==> config.mk <==
export PLATFORM = sky130hd
export DESIGN_NAME = addrgen_top
export DESIGN_NICKNAME = d
export VERILOG_FILES = /design/src/rtl/addrgen_pkg.sv /design/src/rtl/addrgen_prog_path.sv /design/src/rtl/addrgen_data_path.sv /design/src/rtl/addrgen_zero_path.sv /design/src/rtl/addrgen_top.sv
export SDC_FILE = /design/constraint.sdc
export NUM_CORES = 1
export LEC_CHECK = 0
export BUFFER_PORTS_ARGS = -buffer_cell sky130_fd_sc_hd__buf_4
export CORE_AREA = 2 2 122 95
export CTS_CLUSTER_DIAMETER = 80
export CTS_CLUSTER_SIZE = 40
export DETAILED_ROUTE_END_ITERATION = 12
export DIE_AREA = 0 0 124 97
export MAX_ROUTING_LAYER = met4
export PLACE_DENSITY_LB_ADDON = 0.08
export REMOVE_ABC_BUFFERS = 1
export SLEW_MARGIN = 20
export SYNTH_ARGS = -nofsm -noshare
export SYNTH_HDL_FRONTEND = slang
export SYNTH_HIERARCHICAL = 1
export SYNTH_SLANG_ARGS = --single-unit
==> constraint.sdc <==
create_clock -name clk -period 0.8 [get_ports clk]
set_input_delay 0.16 -clock clk [delete_from_list [all_inputs] [get_ports clk]]
set_output_delay 0.16 -clock clk [all_outputs]
set_load 0.01 [all_outputs]
==> src/rtl/addrgen_pkg.sv <==
package addrgen_pkg;
  localparam int BANK_W = 8;
  localparam int OFS_W  = 16;
  localparam int ADDR_W = BANK_W + OFS_W;
  localparam int MODE_W = 4;
  localparam int NEAR_W = 8;

  localparam logic [BANK_W-1:0] EMU_STACK_PAGE = 8'h01;

  typedef enum logic [MODE_W-1:0] {
    AM_FETCH     = 4'd0,
    AM_FETCH_NXT = 4'd1,
    AM_PC_REL    = 4'd2,
    AM_INT_FETCH = 4'd3,
    AM_ABS       = 4'd4,
    AM_ABS_IDX   = 4'd5,
    AM_LONG      = 4'd6,
    AM_DIRECT    = 4'd7,
    AM_STACK     = 4'd8,
    AM_STACK_REL = 4'd9
  } amode_e;

  typedef enum logic [1:0] {
    GRP_PROG = 2'd0,
    GRP_DATA = 2'd1,
    GRP_ZERO = 2'd2,
    GRP_NONE = 2'd3
  } agroup_e;
endpackage

==> src/rtl/addrgen_prog_path.sv <==
module addrgen_prog_path #(
  parameter int BW = 8,
  parameter int OW = 16
) (
  input  logic [BW-1:0]    pbr,
  input  logic [OW-1:0]    pc,
  input  logic [OW-1:0]    disp,
  input  logic [1:0]       sel,
  output logic [BW+OW-1:0] addr
);
  logic [OW-1:0] ofs;
  logic [BW-1:0] bank;

  always_comb begin
    bank = pbr;
    ofs  = pc;
    case (sel)
      2'd1:    ofs = pc + OW'(1);
      2'd2:    ofs = pc + disp;
      2'd3:    bank = '0;
      default: ofs = pc;
    endcase
  end

  assign addr = {bank, ofs};
endmodule

==> src/rtl/addrgen_data_path.sv <==
module addrgen_data_path #(
  parameter int BW = 8,
  parameter int OW = 16
) (
  input  logic [BW-1:0]    dbr,
  input  logic [BW+OW-1:0] operand,
  input  logic [OW-1:0]    index,
  input  logic [1:0]       sel,
  output logic [BW+OW-1:0] addr
);
  localparam int AW = BW + OW;

  logic [AW-1:0] banked;
  logic [AW-1:0] indexed;

  assign banked  = {dbr, operand[OW-1:0]};
  assign indexed = banked + {{BW{1'b0}}, index};

  always_comb begin
    case (sel)
      2'd0:    addr = banked;
      2'd1:    addr = indexed;
      2'd2:    addr = operand;
      default: addr = '0;
    endcase
  end
endmodule

==> src/rtl/addrgen_zero_path.sv <==
module addrgen_zero_path #(
  parameter int                BW      = 8,
  parameter int                OW      = 16,
  parameter int                NW      = 8,
  parameter logic [BW-1:0]     EPAGE   = 8'h01
) (
  input  logic [OW-1:0]    dpage,
  input  logic [OW-1:0]    sp,
  input  logic [NW-1:0]    near_ofs,
  input  logic             emu,
  input  logic [1:0]       sel,
  output logic [BW+OW-1:0] addr
);
  localparam int LOW_W = OW - BW;

  logic [OW-1:0] near_ext;
  logic [OW-1:0] stack_ofs;
  logic [OW-1:0] ofs;

  assign near_ext = {{(OW-NW){1'b0}}, near_ofs};

  generate
    if (OW > BW) begin : g_emu_page
      assign stack_ofs = emu ? {EPAGE, sp[LOW_W-1:0]} : sp;
    end else begin : g_flat
      assign stack_ofs = sp;
    end
  endgenerate

  always_comb begin
    case (sel)
      2'd0:    ofs = dpage + near_ext;
      2'd1:    ofs = stack_ofs;
      2'd2:    ofs = sp + near_ext;
      default: ofs = '0;
    endcase
  end

  assign addr = {{BW{1'b0}}, ofs};
endmodule

==> src/rtl/addrgen_top.sv <==
module addrgen_top
  import addrgen_pkg::*;
#(
  parameter int BW = BANK_W,
  parameter int OW = OFS_W,
  parameter int NW = NEAR_W
) (
  input  logic             clk,
  input  logic             rst_n,
  input  logic             req_valid,
  input  logic [3:0]       mode,
  input  logic             emu,
  input  logic [15:0]      pc,
  input  logic [23:0]      operand,
  input  logic [15:0]      index,
  input  logic [15:0]      dpage,
  input  logic [15:0]      sp,
  input  logic [7:0]       pbr,
  input  logic [7:0]       dbr,
  output logic             addr_valid,
  output logic [23:0]      addr
);
  localparam int AW = BW + OW;

  logic [1:0]    rst_pipe;
  logic          rst_sync;
  agroup_e       grp;
  logic [1:0]    sub_sel;
  logic [AW-1:0] prog_addr;
  logic [AW-1:0] data_addr;
  logic [AW-1:0] zero_addr;
  logic [AW-1:0] addr_d;
  logic [AW-1:0] addr_q;
  logic          valid_d;
  logic          valid_q;
  logic          load_en;

  always_ff @(posedge clk or negedge rst_n) begin
    if (!rst_n) rst_pipe <= 2'b00;
    else        rst_pipe <= {rst_pipe[0], 1'b1};
  end
  assign rst_sync = rst_pipe[1];

  always_comb begin
    grp     = GRP_NONE;
    sub_sel = 2'd0;
    case (amode_e'(mode))
      AM_FETCH:     begin grp = GRP_PROG; sub_sel = 2'd0; end
      AM_FETCH_NXT: begin grp = GRP_PROG; sub_sel = 2'd1; end
      AM_PC_REL:    begin grp = GRP_PROG; sub_sel = 2'd2; end
      AM_INT_FETCH: begin grp = GRP_PROG; sub_sel = 2'd3; end
      AM_ABS:       begin grp = GRP_DATA; sub_sel = 2'd0; end
      AM_ABS_IDX:   begin grp = GRP_DATA; sub_sel = 2'd1; end
      AM_LONG:      begin grp = GRP_DATA; sub_sel = 2'd2; end
      AM_DIRECT:    begin grp = GRP_ZERO; sub_sel = 2'd0; end
      AM_STACK:     begin grp = GRP_ZERO; sub_sel = 2'd1; end
      AM_STACK_REL: begin grp = GRP_ZERO; sub_sel = 2'd2; end
      default:      begin grp = GRP_NONE; sub_sel = 2'd0; end
    endcase
  end

  addrgen_prog_path #(.BW(BW), .OW(OW)) u_prog (
    .pbr  (pbr),
    .pc   (pc),
    .disp (operand[OW-1:0]),
    .sel  (sub_sel),
    .addr (prog_addr)
  );

  addrgen_data_path #(.BW(BW), .OW(OW)) u_data (
    .dbr     (dbr),
    .operand (operand),
    .index   (index),
    .sel     (sub_sel),
    .addr    (data_addr)
  );

  addrgen_zero_path #(.BW(BW), .OW(OW), .NW(NW), .EPAGE(EMU_STACK_PAGE)) u_zero (
    .dpage    (dpage),
    .sp       (sp),
    .near_ofs (operand[NW-1:0]),
    .emu      (emu),
    .sel      (sub_sel),
    .addr     (zero_addr)
  );

  assign load_en = req_valid;

  always_comb begin
    valid_d = load_en;
    addr_d  = addr_q;
    if (load_en) begin
      case (grp)
        GRP_PROG: addr_d = prog_addr;
        GRP_DATA: addr_d = data_addr;
        GRP_ZERO: addr_d = zero_addr;
        default:  addr_d = '0;
      endcase
    end
  end

  always_ff @(posedge clk or negedge rst_sync) begin
    if (!rst_sync) begin
      addr_q  <= '0;
      valid_q <= 1'b0;
    end else begin
      valid_q <= valid_d;
      addr_q  <= addr_d;
    end
  end

  assign addr       = addr_q;
  assign addr_valid = valid_q;
endmodule

==> results of run 1 <==
## layout make-up
cell class | instances | area share (%)
Timing Repair Buffer | 383 | 34.5
Sequential cell | 27 | 7.27
Clock buffer | 3 | 0.808
Multi-Input combinational cell | 580 | 54.0
Clock inverter | 1 | 0.0808
Tap cell | 140 | 1.88
Inverter | 36 | 1.48
## worst max-delay path by stage
stage	to	slack, ns	startpoint	cells past startpoint
floorplan	addr[12]$_DFFE_PN0P_	-3.31	mode[2]	15
global placement	addr[12]$_DFFE_PN0P_	-2.78	mode[3]	18
detailed placement	addr[14]$_DFFE_PN0P_	-2.91	mode[3]	17
CTS	addr[14]$_DFFE_PN0P_	-2.27	mode[3]	17
global route	addr[15]$_DFFE_PN0P_	-2.45	mode[2]	19
finish	addr[15]$_DFFE_PN0P_	-2.38	mode[2]	19
## synth_stat cells, drive strengths merged, types with 19 or more instances
library cell,n,area share [%]
and2b,20,2.9
buf,31,4.4
nand2,109,7.7
dfrtp,27,13
ha,43,10
xor2,20,3.3
a21oi,45,4.5
nor2,25,1.8
a31oi,29,3.7
xnor2,19,3.1
inv,36,2.6
o21ai,48,4.6
o221ai,22,6.0
## worst register-to-register path, stage by stage (launching register included)
cell and delay [ns]:
dfrtp_1 0.42, buf_4 0.16, a222oi_1 0.28, a21oi_1 0.11
## metrics by stage
stage,worst slack [ns],std cells
after global placement,-2.78,1120
final,-2.38,1170
after detailed placement,-2.91,1120
after CTS,-2.27,1157
after floorplan,-3.31,643
after global routing,-2.45,1170
## timing repair
item,CTS,global route
hold buffers,1,0
cloned,2,0
hold endpoints to repair,2,0
resized for setup,158,68
pin swaps,72,57
setup buffers,31,13
endpoints found under the setup margin,49,49
## cell families (layout without fill, tap and decap cells)
| logic type | count (synthesis) | after routing | synth area share (%) |
|---|---|---|---|
| fa+ha+maj | 46 | 46 | 11.3 |
| buf+inv | 83 | 423 | 8.34 |
| xor+xnor | 39 | 39 | 6.46 |
| mux | 15 | 15 | 2.91 |
| simple gates | 235 | 235 | 22.9 |
| compound gates | 236 | 236 | 35.2 |
| flops | 27 | 27 | 12.8 |
| other cells | 2 | 9 | 0.142 |
## flip-flops by register name, indices dropped and copies added (netlist names)
signal,flops
addr,24
rst_pipe,2
addr_valid,1
## routing by layer
layer  global-route usage, %  wire [um]  vias up
li1                        -          -     3189
met1                    47.7       9690     3370
met2                    56.3      10900      448
met3                    4.07       1960       80
met4                    10.5        752        0
met5                       -          0        -
## power groups by stage
stage / combinational [uW] / clock (uW) / sequential [uW]
floorplan: 2660 / 0 / 1750
global placement: 5330 / 0 / 1700
detailed placement: 5460 / 0 / 1690
CTS: 6390 / 1200 / 1690
global route: 7570 / 1280 / 1720
finish: 7180 / 1210 / 1710
## layout by cell type, fill, tap and decap left out, types with 18 or more instances in the layout
| cell | instances |
|---|---|
| ha_4 | 19 |
| ha_1 | 22 |
| nor2_1 | 21 |
| xor2_1 | 20 |
| nand2_1 | 102 |
| dfrtp_1 | 27 |
| a21oi_1 | 27 |
| inv_1 | 33 |
| and2b_1 | 18 |
| o21ai_1 | 21 |
| buf_6 | 51 |
| buf_4 | 321 |
| o221ai_2 | 21 |
==> flow_metrics.tcl, run 1 <==
set metrics [dict create \
    status "finished with violations" \
    violations "setup timing" \
    fin_area_mm2 0.00929 \
    synth_edf_count 0 \
    hold_end "addr_valid$_DFF_PN0_" \
    drive_gt1_share_pct 53.5 \
    critPathSlowestCell "o41ai_4" \
    worstMarginPinSlew_ns 0.539 \
    arrival_ns 3.33 \
    dieWidth_um 124 \
    drtAntennaViolNets 0 \
    yosysSeqAreaShare_pct 12.8 \
    clock_power_share_pct 12.0 \
    timing.rr.start "addr[10]$_DFFE_PN0P_" \
    cts.sinks 27 \
    rsz0062_at_grt "true" \
    placement.cell_area_mm2 0.00775 \
    drv_cap 0 \
    holdPathStages 1 \
    hold_violations 0 \
    worstPathRequired_ns 0.95 \
    p_int_uw 5930 \
    cts_root_buf "clkbuf_16" \
    worst_hold_slack_ns 0.0968 \
    path_cells "buf_8 > nor3b_4 > mux2_4 > inv_4 > ha_4 > buf_6 > buf_6 > and2_4 > ha_4 > a211oi_2 > nor2_2 > o41ai_4 > nand4_1 > nor3b_2 > xor2_1 > and2b_1 > a31oi_2 > buf_4 > o221ai_2" \
    initialDrtViolationCount 704 \
    totalWireLength_mm 23.3 \
    ys_ff_latch 27 \
    place.gp.congestion 0.975 \
    htreeDepth 1 \
    cts_tree "yes" \
    critical_path.startpoint_type "primary input" \
    critPathKind "in2reg" \
    path_buf_inv 5 \
    antenna_cells 0 \
    fp.dieH_um 97 \
    numPortBuffers 136 \
    setup_tns_ns -48.62 \
    vias 7087 \
    synth_area_per_cell_um2 7.74 \
    rr_endpoint "addr[10]$_DFFE_PN0P_" \
    hp-start "req_valid" \
    path_delay_family "simple AND/OR/NAND/NOR gates" \
    cp-end-kind "flop" \
    grt_pass1_wl_mm 33.5 \
    switching_share_pct 41.3 \
    fmaxAchievable_mhz 314 \
    grt_start_max_net_pins 47 \
    wl_per_cell_um 19.9 \
    combPwrFrac_pct 71.1 \
    clock_latency_ns 0.27 \
    power.total_uw 10100 \
    hold_class "in2reg" \
    power.switching_uw 4170 \
    first_global_vias 6753 \
    fin_util_pct 86.6 \
    syn_to_final_growth_pct 75.9 \
    syn_area_mm2 0.00528 \
    period_share_pct 398 \
    synthFlopType "dfrtp_1" \
    ff2ff_path_depth 3 \
    track_usage_pct 35.6 \
    clk_pin_slew_worst_paths_ns 0.08 \
    path_max_fanout 7 \
    ff_latch_area_um2 676 \
    worst_slack_ns -2.38 \
    rrSetupSlack_ns -0.29 \
    power_density_mw_per_mm2 1090 \
    yosysWarningCount 6 \
    dr.pass1.iters 6 \
    cts_buffers 3 \
    vias_per_cell 6.06 \
    initial_core_util_pct 49.2 \
    peakVddDrop_mv 1.12 \
    grt-ovfl-total 0 \
    ioPinCount 137 \
    multi_input_area_mm2 0.00502 \
    power_leakage_uw 0.00435 \
    setup_viol_count_final 49 \
    relSlewSlack_pct 64.1 \
    nNetsFinal 1189 \
    place_hpwl_mm 15.7 \
    slowest_delay_ns 0.39 \
    synth-async-reset-ratio_pct 100 \
    num_rows 33 \
    die-area_mm2 0.0120 \
    cts_buffer_depth 2 \
    ys_types 86 \
    drc_errors 0 \
    layout_min_cycle_time_ns 3.18 \
    power_frac_seq_pct 16.9 \
    grt_antenna_before_repair 0 \
    core_mm2 0.0107 \
    netlist_instances 683 \
    finClkSkew_ns 0.0107 \
    nFillCells 568 \
    slew_violations 0 \
]
Note: power is estimated with default switching activity, not from simulation.
==> run 2, diff against run 1 <==
--- a/config.mk
+++ b/config.mk
@@ -6,11 +6,11 @@
 export NUM_CORES = 1
 export LEC_CHECK = 0
 export BUFFER_PORTS_ARGS = -buffer_cell sky130_fd_sc_hd__buf_4
-export CORE_AREA = 2 2 122 95
+export CORE_AREA = 2 2 73 144
 export CTS_CLUSTER_DIAMETER = 80
 export CTS_CLUSTER_SIZE = 40
 export DETAILED_ROUTE_END_ITERATION = 12
-export DIE_AREA = 0 0 124 97
+export DIE_AREA = 0 0 75 146
 export MAX_ROUTING_LAYER = met4
 export PLACE_DENSITY_LB_ADDON = 0.08
 export REMOVE_ABC_BUFFERS = 1
==> constraint.sdc (replaced) <==
create_clock -name clk -period 3.6 [get_ports clk]
set_input_delay 0.72 -clock clk [delete_from_list [all_inputs] [get_ports clk]]
set_output_delay 0.72 -clock clk [all_outputs]
set_load 0.01 [all_outputs]
==> run 2 against run 1 <==
  * The run still ends with setup timing left
  * Largest power group unchanged
  * Clock skew down 0.0064 ns
  * Via count shrank 14%
  * Clock power down 78%
  * Critical path depth down 1
  * Die area is 9.0% lower
  * Final area down 22%
  * Count of clock-buffer cells in the layout rose by 1
  * Critical path type unchanged
  * Global-route usage is 0.65 points lower
  * Wire length decreased by 19%
  * Worst setup slack improved by 2.3 ns
  * Utilization is 12 points lower
==> flow_metrics.tcl, run 2 (synthesis results as in run 1) <==
set metrics [dict create \
    fin_util_pct 74.4 \
    hold_class "in2async" \
    worstMarginPinSlew_ns 0.933 \
    power_density_mw_per_mm2 248 \
    largest_reg_flops 24 \
    placed_cells 989 \
    clk_pin_slew_worst_paths_ns 0.07 \
    cp-end-kind "flop" \
    cts_buffer_depth 2 \
    slew_violations 0 \
    period_share_pct 101 \
    fp.dieH_um 146 \
    nNetsFinal 1031 \
    dr.pass1.iters 5 \
    critical_path.startpoint_type "primary input" \
    peakVddDrop_mv 0.186 \
    setup_viol_count_final 2 \
    path_max_fanout 8 \
    grt_start_max_net_pins 43 \
    worstPathRequired_ns 3.74 \
    status "finished with violations" \
    nFillCells 812 \
    clock_latency_ns 0.27 \
    cts.sinks 27 \
    vias 6109 \
    syn_to_final_growth_pct 37.5 \
    wl_per_cell_um 18.9 \
    power_leakage_uw 0.00343 \
    violations "setup timing" \
    initialDrtViolationCount 430 \
    grt-ovfl-total 0 \
    fin_cells 1004 \
    track_usage_pct 35.0 \
    layout_commonest_cell "buf_4" \
    grt_pass1_wl_mm 29.6 \
    cts_root_buf "clkbuf_16" \
    vias_per_cell 6.08 \
    relSlewSlack_pct 37.6 \
    worst_slack_ns -0.0464 \
    drtAntennaViolNets 0 \
    finClkSkew_ns 0.00435 \
    ioPinCount 137 \
    dieWidth_um 75 \
    totalWireLength_mm 19.0 \
    initial_core_util_pct 54.1 \
    cts_buffers 3 \
    setup_tns_ns -0.0706 \
    htreeDepth 1 \
    numPortBuffers 136 \
    first_global_vias 6399 \
    drive_gt1_share_pct 36.8 \
    grt_antenna_before_repair 0 \
    arrival_ns 3.79 \
    cts_tree "yes" \
    place_hpwl_mm 14.9 \
    critPathKind "in2reg" \
    antenna_cells 0 \
    num_rows 51 \
    hold_violations 0 \
    most-common-layout-cells "buf_4, nand2_1, a21oi_1, ha_1, inv_1" \
    layout_min_cycle_time_ns 3.65 \
    rsz0062_at_grt "true" \
    place.gp.congestion 0.936 \
    drv_cap 0 \
    die-area_mm2 0.0110 \
    hold_buffers 0 \
    core_mm2 0.00976 \
    drc_errors 0 \
    fmaxAchievable_mhz 274 \
]
==> run 2: cell count changes in the layout (fill, tap and decap cells not counted), moves of 6 or more <==
| cell | previous run | this run |
|---|---|---|
| buf_6 | 51 | 5 |
| ha_1 | 22 | 36 |
| o21ai_2 | 11 | 3 |
| a21oi_2 | 13 | 7 |
| o21ai_0 | 16 | 32 |
| o21ai_1 | 21 | 13 |
| a21oi_1 | 27 | 38 |
| a31oi_1 | 16 | 24 |
| ha_4 | 19 | 6 |
| buf_4 | 321 | 216 |
==> run 2: final timing paths <==
kind	depth (start not counted)	from	slack [ns]	endpoint
setup reg to reg	2	addr[10]$_DFFE_PN0P_	2.69	addr[10]$_DFFE_PN0P_
hold reg to reg	0	rst_pipe[1]$_DFF_PN0_	0.28	addr[17]$_DFFE_PN0P_
setup / recovery	18	mode[2]	-0.05	addr[12]$_DFFE_PN0P_
max in group asynchronous	0	rst_pipe[1]$_DFF_PN0_	2.91	addr[2]$_DFFE_PN0P_
min in group clk	0	rst_pipe[0]$_DFF_PN0_	0.36	rst_pipe[1]$_DFF_PN0_
hold / removal	1	rst_n	0.22	rst_pipe[1]$_DFF_PN0_
==> run 2: what timing repair did <==
item | in CTS | in global routing
gates resized for setup | 35 | 30
gates cloned | 1 | 0
setup endpoints to repair | 10 | 9
pin swaps | 20 | 25
setup buffers | 5 | 5
hold endpoints to repair | 0 | 0
==> run 2: area by class of cell <==
| cell class | instances | area (um^2) | share of cell area (%) |
|---|---|---|---|
| Timing Repair Buffer | 225 | 1770 | 24.4 |
| Sequential cell | 27 | 677 | 9.31 |
| Inverter | 36 | 138 | 1.89 |
| Tap cell | 132 | 165 | 2.27 |
| Multi-Input combinational cell | 580 | 4440 | 61.1 |
| Clock buffer | 4 | 78.8 | 1.08 |
==> run 2: worst max-delay path, stage by stage <==
cell and delay (ns):
buf_12 0.11, nor3b_4 0.25, mux2_4 0.24, inv_4 0.05
ha_4 0.18, buf_6 0.13, and2_4 0.15, fa_2 0.38
a21o_4 0.23, a311oi_2 0.18, buf_4 0.19, o22ai_4 0.08
a41oi_2 0.20, xnor2_1 0.13, o21ai_1 0.08, nor2b_2 0.15
a31oi_1 0.19, o221ai_2 0.13
==> run 2: per-layer routing <==
metal | wire (um) | vias up | track usage [%]
met1 | 6690 | 2888 | 35.1
met5 | 0 | - | -
met2 | 10500 | 266 | 65.0
li1 | - | 2881 | -
met4 | 820 | 0 | 14.3
met3 | 961 | 74 | 3.32
==> run 2: stage by stage <==
step	instance area, um^2	power (uW)	worst slack [ns]	hold WS [ns]
6_report	7270	1800	-0.0464	0.217
5_1_grt	7270	1900	-0.165	0.218
4_1_cts	7090	1740	0.000615	0.219
3_3_place_gp	6780	1410	-0.474	0.343
3_5_place_dp	6780	1430	-0.542	0.336
2_1_floorplan	5000	979	-1.07	0.321
==> run 2: power by group <==
group          switching (uW)  total (uW)  leakage (uW)  internal [uW]
clock                     111         263     0.0000382            152
combinational             600        1160       0.00304            563
sequential               32.1         373      0.000347            341
